`config.mk`:
```
export PLATFORM = sky130hd
export DESIGN_NAME = clkout_ctl_reg
export DESIGN_NICKNAME = d
export VERILOG_FILES = /design/src/rtl/clkout_pkg.sv /design/src/rtl/ta_gate.sv /design/src/rtl/cor_regfile.sv /design/src/rtl/clkout_gen.sv /design/src/rtl/clkout_ctl_reg.sv
export SDC_FILE = /design/constraint.sdc
export NUM_CORES = 1
export LEC_CHECK = 0
export BUFFER_PORTS_ARGS = -buffer_cell sky130_fd_sc_hd__buf_2
export CAP_MARGIN = 20
export CORE_AREA = 2 2 54 51
export CTS_CLUSTER_DIAMETER = 50
export DETAILED_ROUTE_END_ITERATION = 10
export DIE_AREA = 0 0 56 53
export GPL_TIMING_DRIVEN = 0
export PLACE_DENSITY = 0.7
export SETUP_SLACK_MARGIN = 0.05
export SLEW_MARGIN = 20
export SYNTH_ARGS = -nofsm -noshare
export SYNTH_HDL_FRONTEND = slang
export SYNTH_HIERARCHICAL = 1
export SYNTH_SLANG_ARGS = --single-unit
```
`constraint.sdc`:
```
create_clock -name clk -period 2.1 [get_ports clk]
set_input_delay 0.42 -clock clk [delete_from_list [all_inputs] [get_ports clk]]
set_output_delay 0.42 -clock clk [all_outputs]
set_load 0.005 [all_outputs]
```
`src/rtl/clkout_pkg.sv`:
```
package clkout_pkg;
    localparam int REG_W  = 8;
    localparam int DIV_W  = 2;
    localparam int HALF_W = 3;

    typedef enum logic [1:0] {
        SRC_OFF  = 2'd0,
        SRC_DIV  = 2'd1,
        SRC_BAUD = 2'd2
    } src_e;

    typedef struct packed {
        logic             sel16;
        logic [1:0]       presc;
        logic [DIV_W-1:0] divsel;
        logic             en;
    } ctl_t;

    typedef struct packed {
        src_e             src;
        logic [DIV_W-1:0] divsel;
    } plan_t;

    function automatic plan_t plan_of(ctl_t c);
        plan_t p;
        if (!c.en) begin
            p.src    = SRC_OFF;
            p.divsel = '0;
        end else if (c.sel16) begin
            p.src    = SRC_BAUD;
            p.divsel = '0;
        end else begin
            p.src    = SRC_DIV;
            p.divsel = c.divsel;
        end
        return p;
    endfunction

    function automatic logic [HALF_W-1:0] half_of(logic [DIV_W-1:0] d);
        return HALF_W'(d) + HALF_W'(1);
    endfunction

    function automatic logic [REG_W-1:0] pack_ctl(ctl_t c);
        return {c.sel16, 2'b00, c.presc, c.divsel, c.en};
    endfunction
endpackage

```
`src/rtl/ta_gate.sv`:
```
module ta_gate #(
    parameter int          ADDR_W      = 2,
    parameter int          WIN_CYC     = 4,
    parameter logic [7:0]  KEY_A       = 8'hAA,
    parameter logic [7:0]  KEY_B       = 8'h55,
    parameter int          UNLOCK_ADDR = 0
) (
    input  logic              clk,
    input  logic              rst,
    input  logic              bus_wr,
    input  logic [ADDR_W-1:0] bus_addr,
    input  logic [7:0]        bus_wdata,
    output logic              win_open
);
    localparam int CNT_W = $clog2(WIN_CYC + 1);

    logic             armed;
    logic [CNT_W-1:0] win_cnt;
    logic             key_hit;

    assign key_hit  = bus_wr && (bus_addr == ADDR_W'(UNLOCK_ADDR));
    assign win_open = (win_cnt != '0);

    always_ff @(posedge clk) begin
        if (rst) begin
            armed   <= 1'b0;
            win_cnt <= '0;
        end else begin
            armed <= key_hit && (bus_wdata == KEY_A);
            if (key_hit && armed && (bus_wdata == KEY_B))
                win_cnt <= CNT_W'(WIN_CYC);
            else if (win_cnt != '0)
                win_cnt <= win_cnt - CNT_W'(1);
        end
    end
endmodule

```
`src/rtl/cor_regfile.sv`:
```
module cor_regfile
    import clkout_pkg::*;
#(
    parameter int ADDR_W   = 2,
    parameter int REG_ADDR = 1
) (
    input  logic              clk,
    input  logic              rst,
    input  logic              bus_wr,
    input  logic [ADDR_W-1:0] bus_addr,
    input  logic [REG_W-1:0]  bus_wdata,
    input  logic              win_open,
    input  logic              presc_wr_ok,
    output ctl_t              ctl
);
    logic accept;
    logic unused_rsvd;

    assign accept      = bus_wr && win_open && (bus_addr == ADDR_W'(REG_ADDR));
    assign unused_rsvd = ^bus_wdata[6:5];

    always_ff @(posedge clk) begin
        if (rst) begin
            ctl <= '0;
        end else if (accept) begin
            ctl.en     <= bus_wdata[0];
            ctl.divsel <= bus_wdata[2:1];
            ctl.sel16  <= bus_wdata[7];
            if (presc_wr_ok)
                ctl.presc <= bus_wdata[4:3];
        end
    end
endmodule

```
`src/rtl/clkout_gen.sv`:
```
module clkout_gen
    import clkout_pkg::*;
(
    input  logic  clk,
    input  logic  rst,
    input  plan_t want,
    input  logic  baud_tick,
    output logic  clk_q,
    output plan_t active
);
    logic [HALF_W-1:0] cnt;
    logic [HALF_W-1:0] half;

    assign half = half_of(active.divsel);

    always_ff @(posedge clk) begin
        if (rst) begin
            active <= '{src: SRC_OFF, divsel: '0};
            clk_q  <= 1'b0;
            cnt    <= '0;
        end else if (!clk_q && (want != active)) begin
            active <= want;
            cnt    <= '0;
        end else begin
            unique case (active.src)
                SRC_DIV: begin
                    if (cnt == half - HALF_W'(1)) begin
                        clk_q <= ~clk_q;
                        cnt   <= '0;
                    end else begin
                        cnt <= cnt + HALF_W'(1);
                    end
                end
                SRC_BAUD: begin
                    if (baud_tick)
                        clk_q <= ~clk_q;
                end
                default: begin
                    clk_q <= 1'b0;
                    cnt   <= '0;
                end
            endcase
        end
    end
endmodule

```
`src/rtl/clkout_ctl_reg.sv`:
```
module clkout_ctl_reg
    import clkout_pkg::*;
#(
    parameter int ADDR_W      = 2,
    parameter int WIN_CYC     = 4,
    parameter int UNLOCK_ADDR = 0,
    parameter int REG_ADDR    = 1
) (
    input  logic              clk,
    input  logic              rst,
    input  logic              bus_wr,
    input  logic [ADDR_W-1:0] bus_addr,
    input  logic [7:0]        bus_wdata,
    output logic [7:0]        bus_rdata,
    input  logic              presc_wr_ok,
    input  logic              baud16_tick,
    input  logic              gpio_val,
    output logic              clk_pin,
    output logic [1:0]        presc_hi
);
    logic              win_open;
    ctl_t              ctl;
    plan_t             active;
    logic              clk_q;
    src_e              act_src;
    logic [HALF_W-1:0] act_half;

    ta_gate #(
        .ADDR_W(ADDR_W), .WIN_CYC(WIN_CYC),
        .KEY_A(8'hAA), .KEY_B(8'h55), .UNLOCK_ADDR(UNLOCK_ADDR)
    ) u_gate (
        .clk(clk), .rst(rst), .bus_wr(bus_wr), .bus_addr(bus_addr),
        .bus_wdata(bus_wdata), .win_open(win_open)
    );

    cor_regfile #(.ADDR_W(ADDR_W), .REG_ADDR(REG_ADDR)) u_regs (
        .clk(clk), .rst(rst), .bus_wr(bus_wr), .bus_addr(bus_addr),
        .bus_wdata(bus_wdata), .win_open(win_open),
        .presc_wr_ok(presc_wr_ok), .ctl(ctl)
    );

    clkout_gen u_gen (
        .clk(clk), .rst(rst), .want(plan_of(ctl)), .baud_tick(baud16_tick),
        .clk_q(clk_q), .active(active)
    );

    assign act_src   = active.src;
    assign act_half  = half_of(active.divsel);
    assign bus_rdata = pack_ctl(ctl);
    assign presc_hi  = ctl.presc;
    assign clk_pin   = (active.src == SRC_OFF) ? gpio_val : clk_q;
endmodule

```
==> flow_summary.yaml <==
logic_synthesis:
  syn-instance-count: 106
  synth_warnings: 6
  synth_top_cell_by_area: "dfxtp_1"
  ys_seq_area_frac: 0.352
  syn_area_mm2: 0.00102
  synth-async-reset-ratio: 0
  synth_area_leaders: "dfxtp_1 35%, mux2i_1 11%, ha_1 7.3%, xor2_1 6.8%, nor2_1 5.1%"
  synthTopCellsByCount: "18 x dfxtp_1, 14 x nor2_1, 11 x mux2i_1"
  synth-edff-count: 0
  synth_ff_type: "dfxtp_1"
  post-synth-top-count-cell: "dfxtp_1"
  ys_types: 32
  avgSynthCellArea_um2: 9.66
  synth_top_area_frac: 0.352
  synth_seq_cells: 18
pwr:
  p_switching_mw: 0.264
  combPwrFrac: 0.289
  powerDensity_mw_per_mm2: 701
  switching_share: 0.309
  pwr-share-clk: 0.251
  p_seq_frac: 0.460
  max-vdd-ir-drop_v: 0.000554
  p_leak_nw: 0.616
  internal-power_mw: 0.590
critical_path:
  critical-path-max-stage-delay_ns: 0.37
  worstPathArrival_ns: 1.25
  crit_fanout: 5
  crit_chain: "nor2_1, mux2_1, buf_2"
  critPathTopFamily: "flip-flops"
  worstPathRequired_ns: 1.68
  crit_buf_inv: 1
  slowest_stage: "dfxtp_1"
  cp-end-kind: "output pin"
  cp-start-kind: "flop"
  crit_type: "flop to output pin"
global_routing:
  grt_first_pass_wirelength_mm: 3.16
  antenna_found_initial: 0
  grt_usage: 0.138
  overflow: 0
  grt_start_max_net_pins: 19
  grt_pass1_vias: 746
clock_tree:
  cts_made_buffers: 3
  clockBufferDepth: 2
  cts_root_buffer: "clkbuf_4"
  h-tree-depth: 1
  numClockSinks: 18
  postCtsSetupBuffers: 0
  clk_latency_ns: 0.30
  cts_hold_buf: 0
  clk_pin_slew_ns: 0.11
  cts_tree: "yes"
  cts_resized: 0
floorplan:
  num_io_pins: 27
  dieArea_mm2: 0.00297
  core_mm2: 0.00238
  dieWidth_um: 56
  start_util: 0.430
  rows: 17
  die_h_um: 53
outcome:
  status: "complete, no violations"
cells_and_area:
  drive_gt1_frac: 0.274
  area_delta_synth_final_pct: 19.1
  n_antenna_cell: 0
  final_nets: 158
detailed_routing:
  drt_iter0_drc: 5
  wirelength_mm: 1.80
  routed_via_density: 4.82
  drt.antenna.violating_nets: 0
  wl_per_cell_um: 11.0
  firstDrtPassIters: 4
  vias: 786
  drc: 0
timing:
  hold_violations: 0
  finalSetupViolCount: 0
  setup_tns_ns: 0
  drv_slew: 0
  fin_crit_sh: 0.797
  fmax_mhz: 598
  period_minus_slack_ns: 1.67
  skew_ns: 0.00939
  rsz0062_at_grt: "false"
  hold_slack_ns: 0.306
place:
  routabilityCongestion: 0.747
  hpwl_mm: 1.42
  portBuffers: 24
run:
  maxCapViolCount: 0
min_path:
  hold_path_class: "primary input to flop"
==> layout make-up <==
type	instances	area, um2
fillers	235	1160
multi-input cells	75	599
flip-flops and latches	18	360
repair buffers	24	120
clock buffers	4	36.3
well taps	28	35.0
plain buffers	5	33.8
inverters	9	33.8
==> stage by stage <==
step / cells / area (um2) / util / power (mW) / worst slack (ns)
after floorplan: 107 / 1030 / - / 0.578 / 0.669
after global placement: 159 / 1180 / 0.496 / 0.626 / 0.568
after detailed placement: 159 / 1180 / 0.496 / 0.640 / 0.525
after CTS: 163 / 1220 / 0.512 / 0.856 / 0.422
after global routing: 163 / 1220 / 0.512 / 0.913 / 0.341
final: 163 / 1220 / 0.512 / 0.854 / 0.427
==> power groups by stage <==
stage          Clock, mW  Sequential [mW]  Combinational (mW)
2_1_floorplan          0            0.398               0.179
3_3_place_gp           0            0.400               0.227
3_5_place_dp           0            0.402               0.238
4_1_cts            0.219            0.394               0.242
5_1_grt            0.233            0.400               0.280
6_report           0.214            0.393               0.247
==> final timing paths <==
path	startpoint	to	slack, ns	cells past startpoint
setup / recovery	u_gen/active[3]	clk_pin	0.43	3
hold / removal	bus_wdata[4]	u_gate/armed	0.31	2
setup reg to reg	u_gate/win_cnt[0]	u_regs/ctl[3]	0.50	7
hold reg to reg	u_regs/ctl[4]	u_regs/ctl[4]	0.50	2
==> cells by family (layout without fill, tap and decap cells) <==
| logic type | after synthesis | count (layout) | share of synthesized area |
|---|---|---|---|
| compound gates | 7 | 7 | 0.0575 |
| simple gates | 39 | 39 | 0.252 |
| flops | 18 | 18 | 0.352 |
| mux | 12 | 12 | 0.119 |
| buf+inv | 14 | 42 | 0.0660 |
| fa+ha+maj | 6 | 6 | 0.0733 |
| xor+xnor | 9 | 9 | 0.0770 |
| other cells | 1 | 2 | 0.00366 |
==> state kept, by name, summed over array words and instances, names as in the netlist <==
signal	flops
u_gen/cnt	3
u_gen/clk_q	1
u_gate/armed	1
u_regs/ctl	6
u_gate/win_cnt	3
u_gen/active	4
==> layer usage <==
layer	part of all wire	vias up	track usage
met5	0	-	0
met4	0	0	0.0119
met3	0.069	0	0.0513
met2	0.48	25	0.249
met1	0.45	350	0.163
li1	-	411	-
==> cell usage in the layout, fill, tap and decap left out, drive strengths merged, types with 2 or more instances in the layout <==
master  netlist  routed
conb          1       2
nand2b        4       4
and2          3       3
dfxtp        18      18
nor3          3       3
nor3b         2       2
nor4          2       2
ha            6       6
clkbuf        1       5
xor2          8       8
inv           9       9
buf           4      28
nand4b        2       2
nor2         15      15
nand2         2       2
nor2b         3       3
mux2i        11      11
a21oi         2       2
No activity file was read; power rests on OpenSTA's default activity.
